$ cat src/rtl/split_addr_gen.sv
module split_addr_gen #(
  parameter int ADDR_W = 16,
  parameter int PAN_W  = 4
) (
  input  logic              clk,
  input  logic              rst_n,
  input  logic              wr_en,
  input  logic [7:0]        wr_index,
  input  logic [7:0]        wr_data,
  input  logic [7:0]        rd_index,
  output logic [7:0]        rd_data,
  input  logic              eol,
  input  logic              eof,
  output logic [ADDR_W-1:0] line_addr,
  output logic [9:0]        scan_line,
  output logic [PAN_W-1:0]  pan_out
);
  localparam int LINE_W = 10;
  localparam logic [7:0] IX_OVF  = 8'h07;
  localparam logic [7:0] IX_PAN  = 8'h08;
  localparam logic [7:0] IX_MSL  = 8'h09;
  localparam logic [7:0] IX_STH  = 8'h0C;
  localparam logic [7:0] IX_STL  = 8'h0D;
  localparam logic [7:0] IX_OFF  = 8'h13;
  localparam logic [7:0] IX_CMP  = 8'h18;

  logic [7:0] r_ovf, r_msl, r_cmp, r_sth, r_stl, r_off, r_pan;

  logic [LINE_W-1:0] cmp_act;
  logic [7:0]        off_act;
  logic [PAN_W-1:0]  pan_act;
  logic              pan_dis;

  logic [LINE_W-1:0] cmp_prog;
  logic [15:0]       start16;
  logic [ADDR_W-1:0] start_prog;
  logic              split_hit;

  assign cmp_prog   = {r_msl[6], r_ovf[4], r_cmp};
  assign start16    = {r_sth, r_stl};
  assign start_prog = ADDR_W'(start16);
  assign split_hit  = (scan_line == cmp_act);
  assign pan_out    = pan_dis ? '0 : pan_act;

  always_ff @(posedge clk) begin
    if (!rst_n) begin
      r_ovf <= '0;
      r_msl <= '0;
      r_cmp <= '0;
      r_sth <= '0;
      r_stl <= '0;
      r_off <= '0;
      r_pan <= '0;
    end else if (wr_en) begin
      case (wr_index)
        IX_OVF:  r_ovf <= wr_data;
        IX_MSL:  r_msl <= wr_data;
        IX_CMP:  r_cmp <= wr_data;
        IX_STH:  r_sth <= wr_data;
        IX_STL:  r_stl <= wr_data;
        IX_OFF:  r_off <= wr_data;
        IX_PAN:  r_pan <= wr_data;
        default: ;
      endcase
    end
  end

  always_comb begin
    case (rd_index)
      IX_OVF:  rd_data = r_ovf;
      IX_MSL:  rd_data = r_msl;
      IX_CMP:  rd_data = r_cmp;
      IX_STH:  rd_data = r_sth;
      IX_STL:  rd_data = r_stl;
      IX_OFF:  rd_data = r_off;
      IX_PAN:  rd_data = r_pan;
      default: rd_data = 8'h00;
    endcase
  end

  always_ff @(posedge clk) begin
    if (!rst_n) begin
      cmp_act   <= '0;
      off_act   <= '0;
      pan_act   <= '0;
      pan_dis   <= 1'b0;
      line_addr <= '0;
      scan_line <= '0;
    end else if (eof) begin
      cmp_act   <= cmp_prog;
      off_act   <= r_off;
      pan_act   <= r_pan[PAN_W-1:0];
      pan_dis   <= 1'b0;
      line_addr <= start_prog;
      scan_line <= '0;
    end else if (eol) begin
      scan_line <= scan_line + 1'b1;
      if (split_hit) begin
        line_addr <= '0;
        pan_dis   <= 1'b1;
      end else begin
        line_addr <= line_addr + ADDR_W'(off_act);
      end
    end
  end
endmodule


$ cat config.mk
export PLATFORM = sky130hd
export DESIGN_NAME = split_addr_gen
export DESIGN_NICKNAME = d
export VERILOG_FILES = /design/src/rtl/split_addr_gen.sv
export SDC_FILE = /design/constraint.sdc
export NUM_CORES = 1
export LEC_CHECK = 0
export ABC_AREA = 0
export ABC_CLOCK_PERIOD_IN_PS = 2600
export CORE_MARGIN = 3
export CORE_UTILIZATION = 30
export CTS_BUF_LIST = sky130_fd_sc_hd__clkbuf_4 sky130_fd_sc_hd__clkbuf_8 sky130_fd_sc_hd__clkbuf_16
export CTS_CLUSTER_DIAMETER = 40
export DETAILED_ROUTE_END_ITERATION = 8
export GPL_TIMING_DRIVEN = 0
export MAX_ROUTING_LAYER = met4
export SLEW_MARGIN = 5
export SYNTH_ARGS = -nofsm -noshare
export SYNTH_HDL_FRONTEND = slang
export SYNTH_SLANG_ARGS = --single-unit
$ cat constraint.sdc
create_clock -name clk -period 2.6 [get_ports clk]
set_clock_uncertainty 0.15 [all_clocks]
set_input_delay 0.39 -clock clk [delete_from_list [all_inputs] [get_ports clk]]
set_output_delay 0.39 -clock clk [all_outputs]
set_load 0.01 [all_outputs]
# Word level (Yosys, flattened, before mapping)
# Index checks and enable logic that the tools add are counted.
# totals
ff_bits	105
input_bits	29
output_inout_bits	38
elab_cells	46
# classes
add_sub_neg	2
eq_ne	15
muxes	5
bitwise_logic	1
reduce_logical	10
# ops
operator	n
equality test 8 x 4 -> 1 bit (second input constant)	8
case mux 8 bit (7 select lines)	1
two-way mux 16 bit	3
equality test 8 x 5 -> 1 bit (second input constant)	4
adder 16 x 8 -> 16 bit	1
equality test 8 x 3 -> 1 bit (second input constant)	2
AND reduction 2 bit	8
adder 10 x 1 -> 10 bit (second input constant)	1
equality test 10 bit	1
two-way mux 4 bit	1
nonzero test 2 bit	1
OR reduction 2 bit	1
NOT 1 bit	1

# Longest topological paths before layout
# Gate-level depths: netlist of run 1.
# depth
ltp_word	4
mapped_depth	9
mapped_depth_nobuf	9

# Worst setup path after synthesis of run 1
# No wires, ideal clock.
# synth_path
path_kind	input to output
from	input rd_index[2]
to	output rd_data[0]
arrival_time_ps	1894
t_required_ps	2060
path_slack_ps	166
stages	3
path_buffers	1
path_cell_list	clkbuf_1 > nor4b_1 > a221o_1
# synth_between
elab_chain_cells	2
elab_cells_between_ends	8
cone_classes	eq/ne (7); mux (1)
# synth_rtl
element	line_no	text
start, declared	10	input logic [7:0] rd_index,
equality test 8 x 4 -> 1 bit, or another cell as far along	69	case (rd_index)
case mux 8 bit (7 select lines) (*)	69	
end, declared	11	output logic [7:0] rd_data,
# Mark *: on every way between the ends. The rest lies on a longest branch, timed or not.

# Final worst setup path of run 1
# layout_path
from	input rd_index[1]
to	output rd_data[7]
# Same word-level chain as after synthesis.

==> run_results.csv, run 1 <==
group,metric,value,unit
clock_tree,cts_root_buffer,"clkbuf_16",
drt,wire_per_inst,17.1,um
sta,min_period_over_period,97.3,%
yosys,synth_compound_area_share,12.3,%
yosys,synthFlopType,"dfxtp_1",
clock_tree,numCtsBuffers,9,
place,gp_congestion,0.917,
sta,rsz0062_at_grt,"false",
floorplanning,die_area,18800,um2
pwr,switching_power,697,uW
hold_path,hold_path_end,"r_pan[3]$_SDFFE_PN0P_",
sta,hold_viol_final,0,
yosys,muxShareOfSynthArea,13.8,%
cells_and_area,nets,660,
clock_tree,clk_path_buf_depth,2,
sta,fmax,0.395,GHz
grt,grt_use_total,16.3,%
critical_path,rr_endpoint,"line_addr[10]$_SDFFE_PN0P_",
pwr,internal-power,2.41,mW
cells_and_area,n_antenna_cell,0,
yosys,netlist.area_leader.share,40.8,%
yosys,synthDistinctLibCells,48,
yosys,synth_fa_ha_area_share,2.58,%
yosys,synth_edf_count,0,
drt,num_vias,4277,
cells_and_area,nFillCells,1680,
sta,slew_headroom,37.4,%
sta,setup_viol,0,
hold_path,hp-start,"wr_index[2]",
yosys,yosysSeqAreaShare,40.8,%
run_status,outcome,"completed",
drt,drtAntennaViolNets,0,
grt,grt_antenna_before_repair,0,
critical_path,critPathCaptureType,"primary output",
critical_path,required,2060,ps
yosys,yosys_warnings,0,
drt,drt_iter0_drc,242,
drt,dr.pass1.iters,7,
yosys,yosysTopAreaCell,"dfxtp_1",
hold_path,min_path_type,"in -> reg",
sta,fin_hold_ws,289,ps
floorplanning,initial_core_util,30.8,%
clock_tree,hold_buffers,0,
yosys,post-synth-top-count-cell,"dfxtp_1",
yosys,synth_xor_xnor_area_share,5.27,%
yosys,synth_top_family_by_area,"simple AND/OR/NAND/NOR gates",
yosys,synth_cells,544,
critical_path,start_kind,"input pin",
critical_path,critPathKind,"in -> out",
grt,grt_max_degree,16,
yosys,synth_common_cells,"105 x dfxtp_1, 79 x nor2b_1, 71 x mux2i_1",
place,io_buffers,61,
pwr,clkPwrFrac,42.0,%
critical_path,cp.arrival,1990,ps
drt,vias_per_cell,5.07,
job,cap_violations,0,
grt,first_global_vias,4300,
clock_tree,h-tree-depth,3,
yosys,postSynth.asyncResetShare,0,%
floorplanning,core,16700,um2
clock_tree,clock_latency,350,ps
floorplanning,die_h,137,um
floorplanning,die_w,137,um
pwr,combPwrFrac,6.1,%
grt,grt_pass1_wl,23000,um
yosys,synth-simple-area-share,22.1,%
critical_path,cp-startpoint,"rd_index[1]",
clock_tree,cts_tree,"built",
yosys,syn-cell-area,5150,um2
hold_path,whs_path_depth,4,
pwr,leakage,2.35,nW
critical_path,rrSetupSlack,180,ps
sta,tightest_slew,938,ps
pwr,max-vdd-ir-drop,0.303,mV
yosys,synth_fp_nets,583,
cells_and_area,area_delta_synth_final,25.3,%
sta,drv_slew,0,
sta,min_period,2530,ps
drt,drc,0,
floorplanning,io_pins,67,
cells_and_area,drive_gt1_share,9.94,%
place,dpl.hpwl,11100,um
yosys,netlist_top_cells_area,"dfxtp_1 41%, mux2i_1 14%, nor2b_1 9.6%, nand2_1 4.5%, xnor2_1 2.9%",
critical_path,worstPathMaxFanout,8,
pwr,powerDensity,482,nW/um2
yosys,syn_avg_cell_area,9.46,um2
critical_path,r2r-start,"off_act[0]$_SDFFE_PN0P_",
drt,routed_wl,14500,um
clock_tree,clk_pin_slew_worst_paths,60,ps
pwr,p_sw_share,22.4,%
floorplanning,rows,47,
critical_path,ff2ff_path_depth,9,
sta,fin_setup_tns,0,ps
pwr,seqPwrFrac,52.0,%
yosys,ys_ff_latch,105,
clock_tree,numClockSinks,105,
grt,gr-total-overflow,0,
metal layers:
| layer | vias up | wire length, um | global-route usage, % |
|---|---|---|---|
| met3 | 23 | 742 | 2.61 |
| met5 | - | 0 | - |
| li1 | 2080 | - | - |
| met4 | 0 | 333 | 6.37 |
| met1 | 2051 | 6700 | 20.9 |
| met2 | 123 | 6690 | 25.8 |
final cells by class:
class | count | area, um2 | share of cell area (%)
clock buffer | 12 | 267 | 4.13
sequential | 105 | 2100 | 32.6
multi-input combinational | 403 | 3010 | 46.6
timing repair buffer | 66 | 621 | 9.63
buffer | 30 | 141 | 2.19
tap | 220 | 275 | 4.27
inverter | 6 | 22.5 | 0.349
clock inverter | 2 | 13.8 | 0.213
kinds of logic after synthesis:
group / after synthesis
and+or+nand+nor: 209
DFF: 105
AOI/OAI and AO/OA: 82
muxes: 71
buffers and inverters: 36
xor gates and xnor gates: 31
adders and majority gates: 10
stage by stage:
stage | total power, mW | setup WS (ps) | std cells | area, um2 | utilization (%)
after global routing | 3.21 | 7.19 | 844 | 6450 | 38.6
after CTS | 3.14 | -3.76 | 844 | 6430 | 38.5
final | 3.11 | 70.9 | 844 | 6450 | 38.6
after floorplan | 1.74 | 166 | 544 | 5150 | -
after detailed placement | 1.84 | -1150 | 825 | 6050 | 36.2
after global placement | 1.83 | -1540 | 825 | 6030 | 36.1
layout by cell type, fill, tap and decap left out, types with 10 or more instances in the layout:
cell,netlist,final
nor2_1,23,23
nand2_1,62,56
mux2i_1,71,71
buf_2,3,12
nand4_1,10,10
nor2b_1,79,79
xnor2_1,17,17
clkbuf_1,19,17
clkdlybuf4s50_1,0,48
xor2_1,14,14
dfxtp_1,105,105
how the worst max path moves through the flow:
stage                            end  slack [ps]  cells past startpoint
final                     rd_data[7]          70                      9
after floorplan           rd_data[0]         170                      3
after global routing      rd_data[3]           7                      9
after CTS                 rd_data[0]          -4                     10
after global placement    rd_data[0]       -1540                      5
after detailed placement  rd_data[6]       -1150                      8
power groups by stage:
stage | sequential (mW) | clock [mW] | combinational (mW)
final | 1.62 | 1.30 | 0.188
after global routing | 1.62 | 1.40 | 0.200
after CTS | 1.62 | 1.33 | 0.189
after detailed placement | 1.65 | 0 | 0.183
after global placement | 1.65 | 0 | 0.179
after floorplan | 1.65 | 0 | 0.0921
critical path, cell delays in order:
cell	delay, ps
clkdlybuf4s50_1	470
nand3b_1	160
buf_6	150
nor3b_4	50
buf_6	160
nand2_2	70
o221ai_2	90
a221o_1	290
buf_2	150
registers in the layout, summed over array words and instances (netlist names), 4 cells and up:
register and count:
cmp_act 10, r_stl 8, r_sth 8, pan_act 4
r_off 8, line_addr 16, r_msl 8, r_cmp 8
r_ovf 8, off_act 8, scan_line 10, r_pan 8
timing repair:
item | 4_1_cts | 5_1_grt
buffers inserted | 5 | 0
hold endpoints to repair | 0 | 0
pin swaps | 5 | 3
gates resized for setup | 59 | 6
cloned | 0 | 0
endpoints found under the setup margin | 14 | 10
(Power assumes the default switching activity.)
==> run 2: changes to the inputs <==
--- a/config.mk
+++ b/config.mk
@@ -5,13 +5,13 @@
 export SDC_FILE = /design/constraint.sdc
 export NUM_CORES = 1
 export LEC_CHECK = 0
-export ABC_AREA = 0
 export ABC_CLOCK_PERIOD_IN_PS = 2600
 export CORE_MARGIN = 3
 export CORE_UTILIZATION = 30
 export CTS_BUF_LIST = sky130_fd_sc_hd__clkbuf_4 sky130_fd_sc_hd__clkbuf_8 sky130_fd_sc_hd__clkbuf_16
 export CTS_CLUSTER_DIAMETER = 40
 export DETAILED_ROUTE_END_ITERATION = 8
+export GPL_ROUTABILITY_DRIVEN = 0
 export GPL_TIMING_DRIVEN = 0
 export MAX_ROUTING_LAYER = met4
 export SLEW_MARGIN = 5
==> run_results.csv, run 2 (synthesized netlist as in run 1, its figures left out) <==
group,metric,value,unit
hold_path,min_path_type,"in -> reg",
floorplanning,core,16700,um2
critical_path,crit_family,"simple AND/OR/NAND/NOR gates",
cells_and_area,largestRegisters,"line_addr x16, cmp_act x10, scan_line x10",
hold_path,hold_path_end,"r_pan[3]$_SDFFE_PN0P_",
pwr,leakage,2.42,nW
floorplanning,io_pins,67,
drt,routed_wl,14700,um
sta,hold_viol_final,0,
critical_path,critPathSlowestCell,"o221ai_2",
sta,drv_slew,0,
drt,drt_iter0_drc,360,
grt,grt_use_total,16.2,%
cells_and_area,nets,664,
sta,fin_setup_tns,0,ps
grt,grt_antenna_before_repair,0,
cells_and_area,nFillCells,1688,
grt,grt_pass1_wl,22800,um
job,cap_violations,0,
drt,drc,0,
run_status,outcome,"completed",
cells_and_area,postLayoutCellArea,6580,um2
critical_path,worstPathMaxFanout,8,
cells_and_area,mostFrequentLayoutCells,"105 x dfxtp_1, 77 x nor2b_1, 70 x mux2i_1",
pwr,powerDensity,488,nW/um2
cells_and_area,regMostFlops,"line_addr",
clock_tree,clk_path_buf_depth,2,
grt,first_global_vias,4235,
critical_path,required,2060,ps
sta,tightest_slew,982,ps
place,dpl.hpwl,11000,um
floorplanning,die_w,137,um
drt,dr.pass1.iters,5,
floorplanning,rows,47,
floorplanning,die_area,18800,um2
critical_path,rr_endpoint,"line_addr[10]$_SDFFE_PN0P_",
clock_tree,hold_buffers,0,
pwr,max-vdd-ir-drop,0.307,mV
sta,min_period,2520,ps
drt,num_vias,4281,
clock_tree,cts_root_buffer,"clkbuf_16",
sta,slew_headroom,34.5,%
critical_path,max_stage_delay,280,ps
clock_tree,cts_tree,"built",
cells_and_area,largest_register_ffs,16,
cells_and_area,n_antenna_cell,0,
sta,min_period_over_period,96.7,%
critical_path,critPathKind,"in -> out",
critical_path,cp.arrival,1980,ps
critical_path,path_buf_inv,2,
sta,setup_viol,0,
drt,drtAntennaViolNets,0,
critical_path,crit_chain,"dlygate4sd2_1 > nor3_2 > nand3b_1 > nor2_1 > nand2_4 > o221ai_2 > a221o_1 > buf_2",
clock_tree,clk_pin_slew_worst_paths,70,ps
cells_and_area,area_delta_synth_final,27.7,%
place,io_buffers,61,
critical_path,rrSetupSlack,130,ps
critical_path,ff2ff_path_depth,9,
cells_and_area,drive_gt1_share,11.9,%
clock_tree,numClockSinks,105,
critical_path,critPathCaptureType,"primary output",
place,place_area,6050,um2
grt,gr-total-overflow,0,
hold_path,whs_path_depth,4,
critical_path,r2r-start,"off_act[0]$_SDFFE_PN0P_",
cells_and_area,mostFrequentLayoutCell,"dfxtp_1",
floorplanning,die_h,137,um
sta,fmax,0.398,GHz
sta,fin_hold_ws,278,ps
drt,wire_per_inst,17.3,um
grt,grt_max_degree,18,
floorplanning,initial_core_util,30.8,%
clock_tree,numCtsBuffers,9,
drt,vias_per_cell,5.04,
critical_path,start_kind,"input pin",
cells_and_area,fin_util,39.4,%
hold_path,hp-start,"wr_index[2]",
clock_tree,h-tree-depth,3,
clock_tree,clock_latency,350,ps
run 2: area by class of cell:
| cell class | count | area (um2) | area share, % |
|---|---|---|---|
| tap | 220 | 275 | 4.19 |
| inverter | 6 | 22.5 | 0.343 |
| multi-input combinational | 403 | 3070 | 46.7 |
| buffer | 28 | 135 | 2.06 |
| clock inverter | 6 | 67.6 | 1.03 |
| timing repair buffer | 72 | 668 | 10.2 |
| clock buffer | 10 | 233 | 3.54 |
| sequential | 105 | 2100 | 32.0 |
run 2: power by group:
group | switching, mW | total (mW) | leakage, nW | internal [mW]
Clock | 0.634 | 1.40 | 0.142 | 0.762
Sequential | 0.00596 | 1.62 | 0.846 | 1.61
Combinational | 0.109 | 0.198 | 1.44 | 0.0888
Total | 0.749 | 3.21 | 2.42 | 2.46
run 2: worst max path at each step:
stage | start | end | cells after the start
floorplan | rd_index[2] | rd_data[0] | 3
global placement | rd_index[2] | rd_data[0] | 5
detailed placement | rd_index[4] | rd_data[3] | 8
CTS | rd_index[2] | rd_data[0] | 9
global route | rd_index[7] | rd_data[1] | 10
finish | rd_index[7] | rd_data[7] | 8
run 2: routing by layer:
layer / vias up / track usage (%) / part of all wire, %
li1: 2080 / - / -
met1: 2054 / 21.2 / 46
met2: 126 / 25.9 / 47
met3: 21 / 1.99 / 4.4
met4: 0 / 6.15 / 2.4
met5: - / - / 0
run 2: worst register-to-register path: stages, from the launching register on:
cell	delay [ps]
dfxtp_1	440
ha_1	210
inv_1	50
fa_1	390
nand2b_1	190
a21oi_1	200
o21ai_1	210
o21a_1	220
o21ai_0	180
a21boi_0	100
run 2: through the flow:
| step | std cells | total power, mW | worst slack (ps) |
|---|---|---|---|
| 6_report | 850 | 3.21 | 84.5 |
| 4_1_cts | 848 | 3.23 | 7.80 |
| 2_1_floorplan | 544 | 1.74 | 166 |
| 3_3_place_gp | 825 | 1.83 | -1580 |
| 3_5_place_dp | 825 | 1.84 | -1250 |
| 5_1_grt | 850 | 3.31 | -13.1 |
run 2: timing repair:
action	CTS	global route
setup buffers	8	3
resized for setup	68	15
setup endpoints to repair	10	10
pin swaps	6	3
